==> config.mk <==
export PLATFORM = sky130hd
export DESIGN_NAME = rf_chipsel_decoder
export DESIGN_NICKNAME = d
export VERILOG_FILES = /design/src/rtl/rfcs_pkg.sv /design/src/rtl/rfcs_window_match.sv /design/src/rtl/rfcs_layout_map.sv /design/src/rtl/rfcs_pin_drive.sv /design/src/rtl/rf_chipsel_decoder.sv
export SDC_FILE = /design/constraint.sdc
export NUM_CORES = 1
export LEC_CHECK = 0
export ABC_AREA = 1
export BUFFER_PORTS_ARGS = -buffer_cell sky130_fd_sc_hd__buf_2
export CAP_MARGIN = 20
export CORE_AREA = 2 2 39 41
export DETAILED_ROUTE_END_ITERATION = 6
export DIE_AREA = 0 0 41 43
export PLACE_DENSITY = 0.58
export SLEW_MARGIN = 30
export SYNTH_ARGS = -nofsm -noshare
export SYNTH_HDL_FRONTEND = slang
export SYNTH_HIERARCHICAL = 1
export SYNTH_SLANG_ARGS = --single-unit
==> constraint.sdc <==
create_clock -name vclk -period 2.2
set_input_delay 0.22 -clock vclk [all_inputs]
set_output_delay 0.22 -clock vclk [all_outputs]
set_load 0.01 [all_outputs]
==> src/rtl/rfcs_pkg.sv <==
// Shared types for the register-following chip-select decoder.
// Assumes exactly four selects and a window split into four equal slices.
package rfcs_pkg;

    localparam int NUM_SEL = 4;

    // Window split. The encoding is the software-visible field value.
    typedef enum logic [1:0] {
        LAYOUT_WHOLE         = 2'b00,
        LAYOUT_HALVES        = 2'b01,
        LAYOUT_HALF_QUARTERS = 2'b10,
        LAYOUT_QUARTERS      = 2'b11
    } layout_e;

endpackage

==> src/rtl/rfcs_window_match.sv <==
// Detects whether an address falls in the window that sits one window-size
// above the aligned register block, and returns the offset inside it.
// Assumes that BASE_AW > REGION_AW, so the window lies in the same aligned span.
module rfcs_window_match #(
    parameter int ADDR_W    = 16,
    parameter int BASE_AW   = 11,
    parameter int REGION_AW = 9
) (
    input  logic [ADDR_W-1:0]         addr,
    input  logic [ADDR_W-BASE_AW-1:0] reg_base,
    output logic                      hit,
    output logic [REGION_AW-1:0]      offset
);
    localparam int SLOT_W = BASE_AW - REGION_AW;
    localparam logic [SLOT_W-1:0] WINDOW_SLOT = SLOT_W'(1);

    logic span_eq;
    logic slot_eq;

    // Purpose: compare the upper bits with the base, and the slot bits with the window slot.
    always_comb begin
        span_eq = (addr[ADDR_W-1:BASE_AW] == reg_base);
        slot_eq = (addr[BASE_AW-1:REGION_AW] == WINDOW_SLOT);
        hit     = span_eq && slot_eq;
        offset  = addr[REGION_AW-1:0];
    end

endmodule

==> src/rtl/rfcs_layout_map.sv <==
// Maps a window offset to a one-hot select vector according to the layout.
// The selects are assigned in ascending address order. It assumes four slices.
module rfcs_layout_map
    import rfcs_pkg::*;
#(
    parameter int REGION_AW = 9
) (
    input  layout_e              layout,
    input  logic [REGION_AW-1:0] offset,
    output logic [NUM_SEL-1:0]   sel_oh
);
    localparam int IDX_W = $clog2(NUM_SEL);

    logic [IDX_W-1:0] slice;
    logic [IDX_W-1:0] idx;

    // Purpose: choose the select index from the slice number and the layout.
    always_comb begin
        slice = offset[REGION_AW-1 -: IDX_W];
        unique case (layout)
            LAYOUT_WHOLE:         idx = '0;
            LAYOUT_HALVES:        idx = {1'b0, slice[1]};
            LAYOUT_HALF_QUARTERS: idx = slice[1] ? {slice[0], ~slice[0]} : '0;
            LAYOUT_QUARTERS:      idx = slice;
            default:              idx = '0;
        endcase
    end

    for (genvar i = 0; i < NUM_SEL; i++) begin : g_oh
        assign sel_oh[i] = (idx == IDX_W'(i));
    end

endmodule

==> src/rtl/rfcs_pin_drive.sv <==
// Combines a window hit, a one-hot select vector, the per-select enables,
// the bus strobe and single-chip mode into active-low pin levels.
// It assumes that sel_oh carries at most one bit.
module rfcs_pin_drive
    import rfcs_pkg::*;
(
    input  logic               clk,
    input  logic               rst_n,
    input  logic               hit,
    input  logic [NUM_SEL-1:0] sel_oh,
    input  logic [NUM_SEL-1:0] sel_en,
    input  logic               bus_valid,
    input  logic               single_chip,
    output logic [NUM_SEL-1:0] cs_n
);
    logic gate;

    // Purpose: allow assertion only in an expanded-mode bus cycle that hits the window.
    always_comb gate = hit && bus_valid && !single_chip;

    for (genvar i = 0; i < NUM_SEL; i++) begin : g_pin
        assign cs_n[i] = ~(gate & sel_oh[i] & sel_en[i]);


        property disabled_p;
            @(posedge clk) disable iff (!rst_n) !sel_en[i] |-> cs_n[i];
        endproperty
        disabled_high_chk: assert property (disabled_p);
    end


    single_chip_high_chk: assert property (@(posedge clk) disable iff (!rst_n)
        single_chip |-> (cs_n == '1));


    idle_high_chk: assert property (@(posedge clk) disable iff (!rst_n)
        !bus_valid |-> (cs_n == '1));


    one_low_chk: assert property (@(posedge clk) disable iff (!rst_n)
        $onehot0(~cs_n));

endmodule

==> src/rtl/rf_chipsel_decoder.sv <==
// Top of the register-following chip-select decoder. It decodes the window
// above the relocatable register block into up to four active-low selects.
// The address path is combinational. clk and rst_n serve the checks only.
module rf_chipsel_decoder
    import rfcs_pkg::*;
#(
    parameter int ADDR_W    = 16,
    parameter int BASE_AW   = 11,
    parameter int REGION_AW = 9
) (
    input  logic                      clk,
    input  logic                      rst_n,
    input  logic [ADDR_W-1:0]         addr,
    input  logic [ADDR_W-BASE_AW-1:0] reg_base,
    input  logic                      bus_valid,
    input  logic [1:0]                layout,
    input  logic [NUM_SEL-1:0]        sel_en,
    input  logic                      single_chip,
    output logic [NUM_SEL-1:0]        cs_n
);
    logic                 win_hit;
    logic [REGION_AW-1:0] win_off;
    logic [NUM_SEL-1:0]   sel_oh;
    layout_e              layout_q;

    // Purpose: give the raw field its enumerated type.
    always_comb layout_q = layout_e'(layout);

    rfcs_window_match #(
        .ADDR_W   (ADDR_W),
        .BASE_AW  (BASE_AW),
        .REGION_AW(REGION_AW)
    ) u_match (
        .addr    (addr),
        .reg_base(reg_base),
        .hit     (win_hit),
        .offset  (win_off)
    );

    rfcs_layout_map #(
        .REGION_AW(REGION_AW)
    ) u_map (
        .layout(layout_q),
        .offset(win_off),
        .sel_oh(sel_oh)
    );

    rfcs_pin_drive u_drive (
        .clk        (clk),
        .rst_n      (rst_n),
        .hit        (win_hit),
        .sel_oh     (sel_oh),
        .sel_en     (sel_en),
        .bus_valid  (bus_valid),
        .single_chip(single_chip),
        .cs_n       (cs_n)
    );

    // Arithmetic window bounds, kept independent of the bit compare in u_match.
    logic [ADDR_W:0] win_lo;
    logic [ADDR_W:0] win_hi;
    logic            in_window;
    // Purpose: compute the window bounds arithmetically for the checks.
    always_comb begin
        win_lo    = ({1'b0, reg_base, {BASE_AW{1'b0}}}) + (ADDR_W+1)'(2 ** REGION_AW);
        win_hi    = win_lo + (ADDR_W+1)'(2 ** REGION_AW);
        in_window = ({1'b0, addr} >= win_lo) && ({1'b0, addr} < win_hi);
    end


    outside_high_chk: assert property (@(posedge clk) disable iff (!rst_n)
        !in_window |-> (cs_n == '1));


    whole_unused_chk: assert property (@(posedge clk) disable iff (!rst_n)
        (layout == 2'b00) |-> (cs_n[3:1] == 3'b111));


    halves_unused_chk: assert property (@(posedge clk) disable iff (!rst_n)
        (layout == 2'b01) |-> (cs_n[3:2] == 2'b11));


    half_quarters_unused_chk: assert property (@(posedge clk) disable iff (!rst_n)
        (layout == 2'b10) |-> cs_n[3]);

endmodule

==> Yosys cells after proc, flatten, opt, wreduce, memory -nomap -nowiden <==
Index checks and enable logic that the tools add are counted.
Widths: inputs -> output; s select.
{ "word_totals": {"register_bits": 0, "inputBits": 31, "out_inout_bits": 4, "elab_cells": 29} }
{ "classes": {"eq_ne": 8, "n_mux": 2, "n_bitwise": 13, "reduce_logical": 6} }
{ "op_table": {"columns": ["operator", "count"], "rows": [
  ["$and 1x1->1", 8],
  ["$eq 2x2->1 const B", 4],
  ["$pmux 2 s4", 1],
  ["$eq 2x1->1 const B", 3],
  ["$eq 5x5->1", 1],
  ["$not 1->1", 5],
  ["$logic_not 2->1", 2],
  ["$logic_and 1x1->1", 3],
  ["$mux 2", 1],
  ["$logic_not 1->1", 1]
]} }

==> Logic depth before layout (Yosys ltp) <==
{ "depth": {"depth_word": 7, "mapped_depth": 9, "depth_no_buf": 9} }

==> Modules after synthesis <==
The synthesis kept the hierarchy.
{ "by_module_without_submodules": {"columns": ["module", "n_inst", "cells_per_inst", "area_each_um2", "seq_area_each_um2"], "rows": [
  ["rfcs_window_match", 1, 32, 166.4, 0.0],
  ["rfcs_layout_map", 1, 16, 71.3, 0.0],
  ["rfcs_pin_drive", 1, 14, 55.1, 0.0]
]} }

==> Worst setup path after synthesis <==
Ideal clock, no wire load.
{ "synth_path": {"kind": "input-to-output", "start": "input addr[9]", "end": "output cs_n[0]", "arrival_ns": 0.836, "required_time_ns": 1.980, "path_slack_ns": 1.144, "cell_stages": 9, "path_buffers": 0, "path_cell_list": "inv_1 nor2_1 nand2_1 nor2_1 nand2_1 nor2_2 nand2_1 nor2_2 nand2_1"} }
{ "synth_via": {"elab_chain_len": 7} }
{ "synth_rtl": {"columns": ["item", "line", "text"], "rows": [
  ["start: declaration", "rf_chipsel_decoder.sv:13", "input logic [ADDR_W-1:0] addr,"],
  ["$eq 2x1->1", "rfcs_window_match.sv:23", "slot_eq = (addr[BASE_AW-1:REGION_AW] == WINDOW_SLOT);"],
  ["$logic_and 1x1->1", "rfcs_window_match.sv:24", "hit = span_eq && slot_eq;"],
  ["named net win_hit", "rf_chipsel_decoder.sv:21", "logic win_hit;"],
  ["$logic_and 1x1->1 (2 in series)", "rfcs_pin_drive.sv:19", "always_comb gate = hit && bus_valid && !single_chip;"],
  ["$and 1x1->1 (2 in series)", "rfcs_pin_drive.sv:22", "assign cs_n[i] = ~(gate & sel_oh[i] & sel_en[i]);"],
  ["$not 1->1", "rfcs_pin_drive.sv:22", null],
  ["end: declaration", "rf_chipsel_decoder.sv:19", "output logic [NUM_SEL-1:0] cs_n"]
]} }
The timed path passes the listed nets, and every way through them passes these cells.

==> Worst setup path after layout <==
{ "layout_path": {"start": "input addr[10]", "end": "output cs_n[3]"} }
The elaborated chain is that of the path after synthesis.

==> results.json <==
{
  "leakagePower_nw": 0.271,
  "synth_area_um2": 240,
  "status": "finished, final reports clean",
  "gp_congestion": 0.569,
  "final_cell_mix": "27 x nand2_1, 26 x buf_2, 14 x inv_1",
  "dieArea_mm2": 0.00176,
  "start_util_pct": 17.4,
  "drc": 0,
  "required_ns": 1.98,
  "hold_buffers": 0,
  "io_buffers": 26,
  "cpPeakStageDelay_ns": 0.15,
  "start_kind": "input pin",
  "io_pins": 35,
  "grt_pass1_wl_um": 800,
  "worst-path-max-fanout": 4,
  "final_common_cell": "nand2_1",
  "fin_area_um2": 375,
  "detail-route-antenna-nets": 0,
  "cp_slowest_cell": "nor2_2",
  "regArea_um2": 0,
  "overflow": 0,
  "final_cells": 95,
  "slew_viol_final": 0,
  "timing.max_cap.violations": 0,
  "crit_arrival_ns": 1.09,
  "ir_worst_vdd_mv": 0.0384,
  "setup_ws_ns": 0.892,
  "grt_usage_pct": 5.89,
  "clock_buffers": 0,
  "grt_pass1_vias": 255,
  "p_per_area_mw_per_mm2": 131,
  "whs_ns": 0.738,
  "max_freq_mhz": 765,
  "first_pass_iters": 3,
  "avgSynthCellArea_um2": 4.37,
  "endpoint_kind": "output port",
  "cts_setup_buffers": 0,
  "core-area_mm2": 0.00138,
  "min_from": "single_chip",
  "setup_tns_ns": 0,
  "max-slew-margin-rel_pct": 89.2,
  "critPathKind": "input pin to output port",
  "path_cells": "buf_2 > nor2_1 > nand2_1 > nor2_1 > nand2_1 > nor2_2 > nand2_1 > nor2_2 > nand2_1 > buf_2",
  "worst_pin_slew_ns": 0.162,
  "yosys_warnings": 6,
  "wl_per_cell_um": 5.93,
  "holdPathEnd": "cs_n[1]",
  "ctsResizeCount": 0,
  "synthToLayoutAreaGrowth_pct": 56.3,
  "dp_hpwl_um": 536,
  "die_x_um": 41,
  "hold_violations": 0,
  "nets": 112,
  "fin_crit_sh_pct": 59.4,
  "grt_max_degree": 5,
  "routed_wl_um": 563,
  "period_minus_slack_ns": 1.31,
  "worstHoldPathCells": 4,
  "drive_above_1_share_pct": 36.7,
  "drt_iter0_markers": 5,
  "seq_cell_count": 0,
  "hold_path_class": "input pin to output port",
  "die_h_um": 43,
  "placedInstanceArea_um2": 375,
  "synth.net_count": 86,
  "antenna_found_initial": 0,
  "vias_per_cell": 3.73,
  "num_vias": 354,
  "setup-violations-final": 0,
  "netlist_instances": 55,
  "crit_top_cell": "nand2_1",
  "n_antenna_cell": 0,
  "dp_cells": 95,
  "rsz0062_at_grt": "false",
  "rows": 14,
  "pre_cts_slack_ns": 0.864
}
[how the worst max path moves through the flow]
| stage | slack [ns] | depth (start not counted) | to | from |
|---|---|---|---|---|
| detailed placement | 0.86 | 10 | cs_n[3] | addr[10] |
| floorplan | 1.14 | 9 | cs_n[0] | addr[9] |
| global placement | 0.87 | 10 | cs_n[1] | addr[10] |
| CTS | 0.87 | 10 | cs_n[3] | addr[10] |
| global route | 0.74 | 10 | cs_n[2] | addr[10] |
| finish | 0.89 | 10 | cs_n[3] | addr[10] |
[worst max-delay path: cells and delay by family]
family	cells	cell delay, ns
buffers and inverters	2	0.23
and+or+nand+nor	8	0.64
[through the flow]
stage	utilization, %	total power [mW]
floorplan	-	0.0280
global route	27.1	0.0566
detailed placement	27.1	0.0500
global placement	27.1	0.0488
finish	27.1	0.0493
CTS	27.1	0.0502
[layer usage]
metal / GRT usage, % / share of wire (%)
met2: 11.9 / 46
met5: 0 / 0
met1: 6.33 / 39
met3: 0.524 / 14
met4: 0 / 0
[area by class of cell]
class,instances,area [um^2]
Timing Repair Buffer,26,130
Inverter,14,52.6
Multi-Input combinational cell,39,173
Fill cell,166,1010
Tap cell,16,20.0
[power breakdown]
part	switching, mW	leakage (nW)	internal [mW]	total (mW)
sequential	0	0	0	0
combinational	0.0236	0.271	0.0257	0.0493
clock	0	0	0	0
Power figures use the tool's default switching activity.
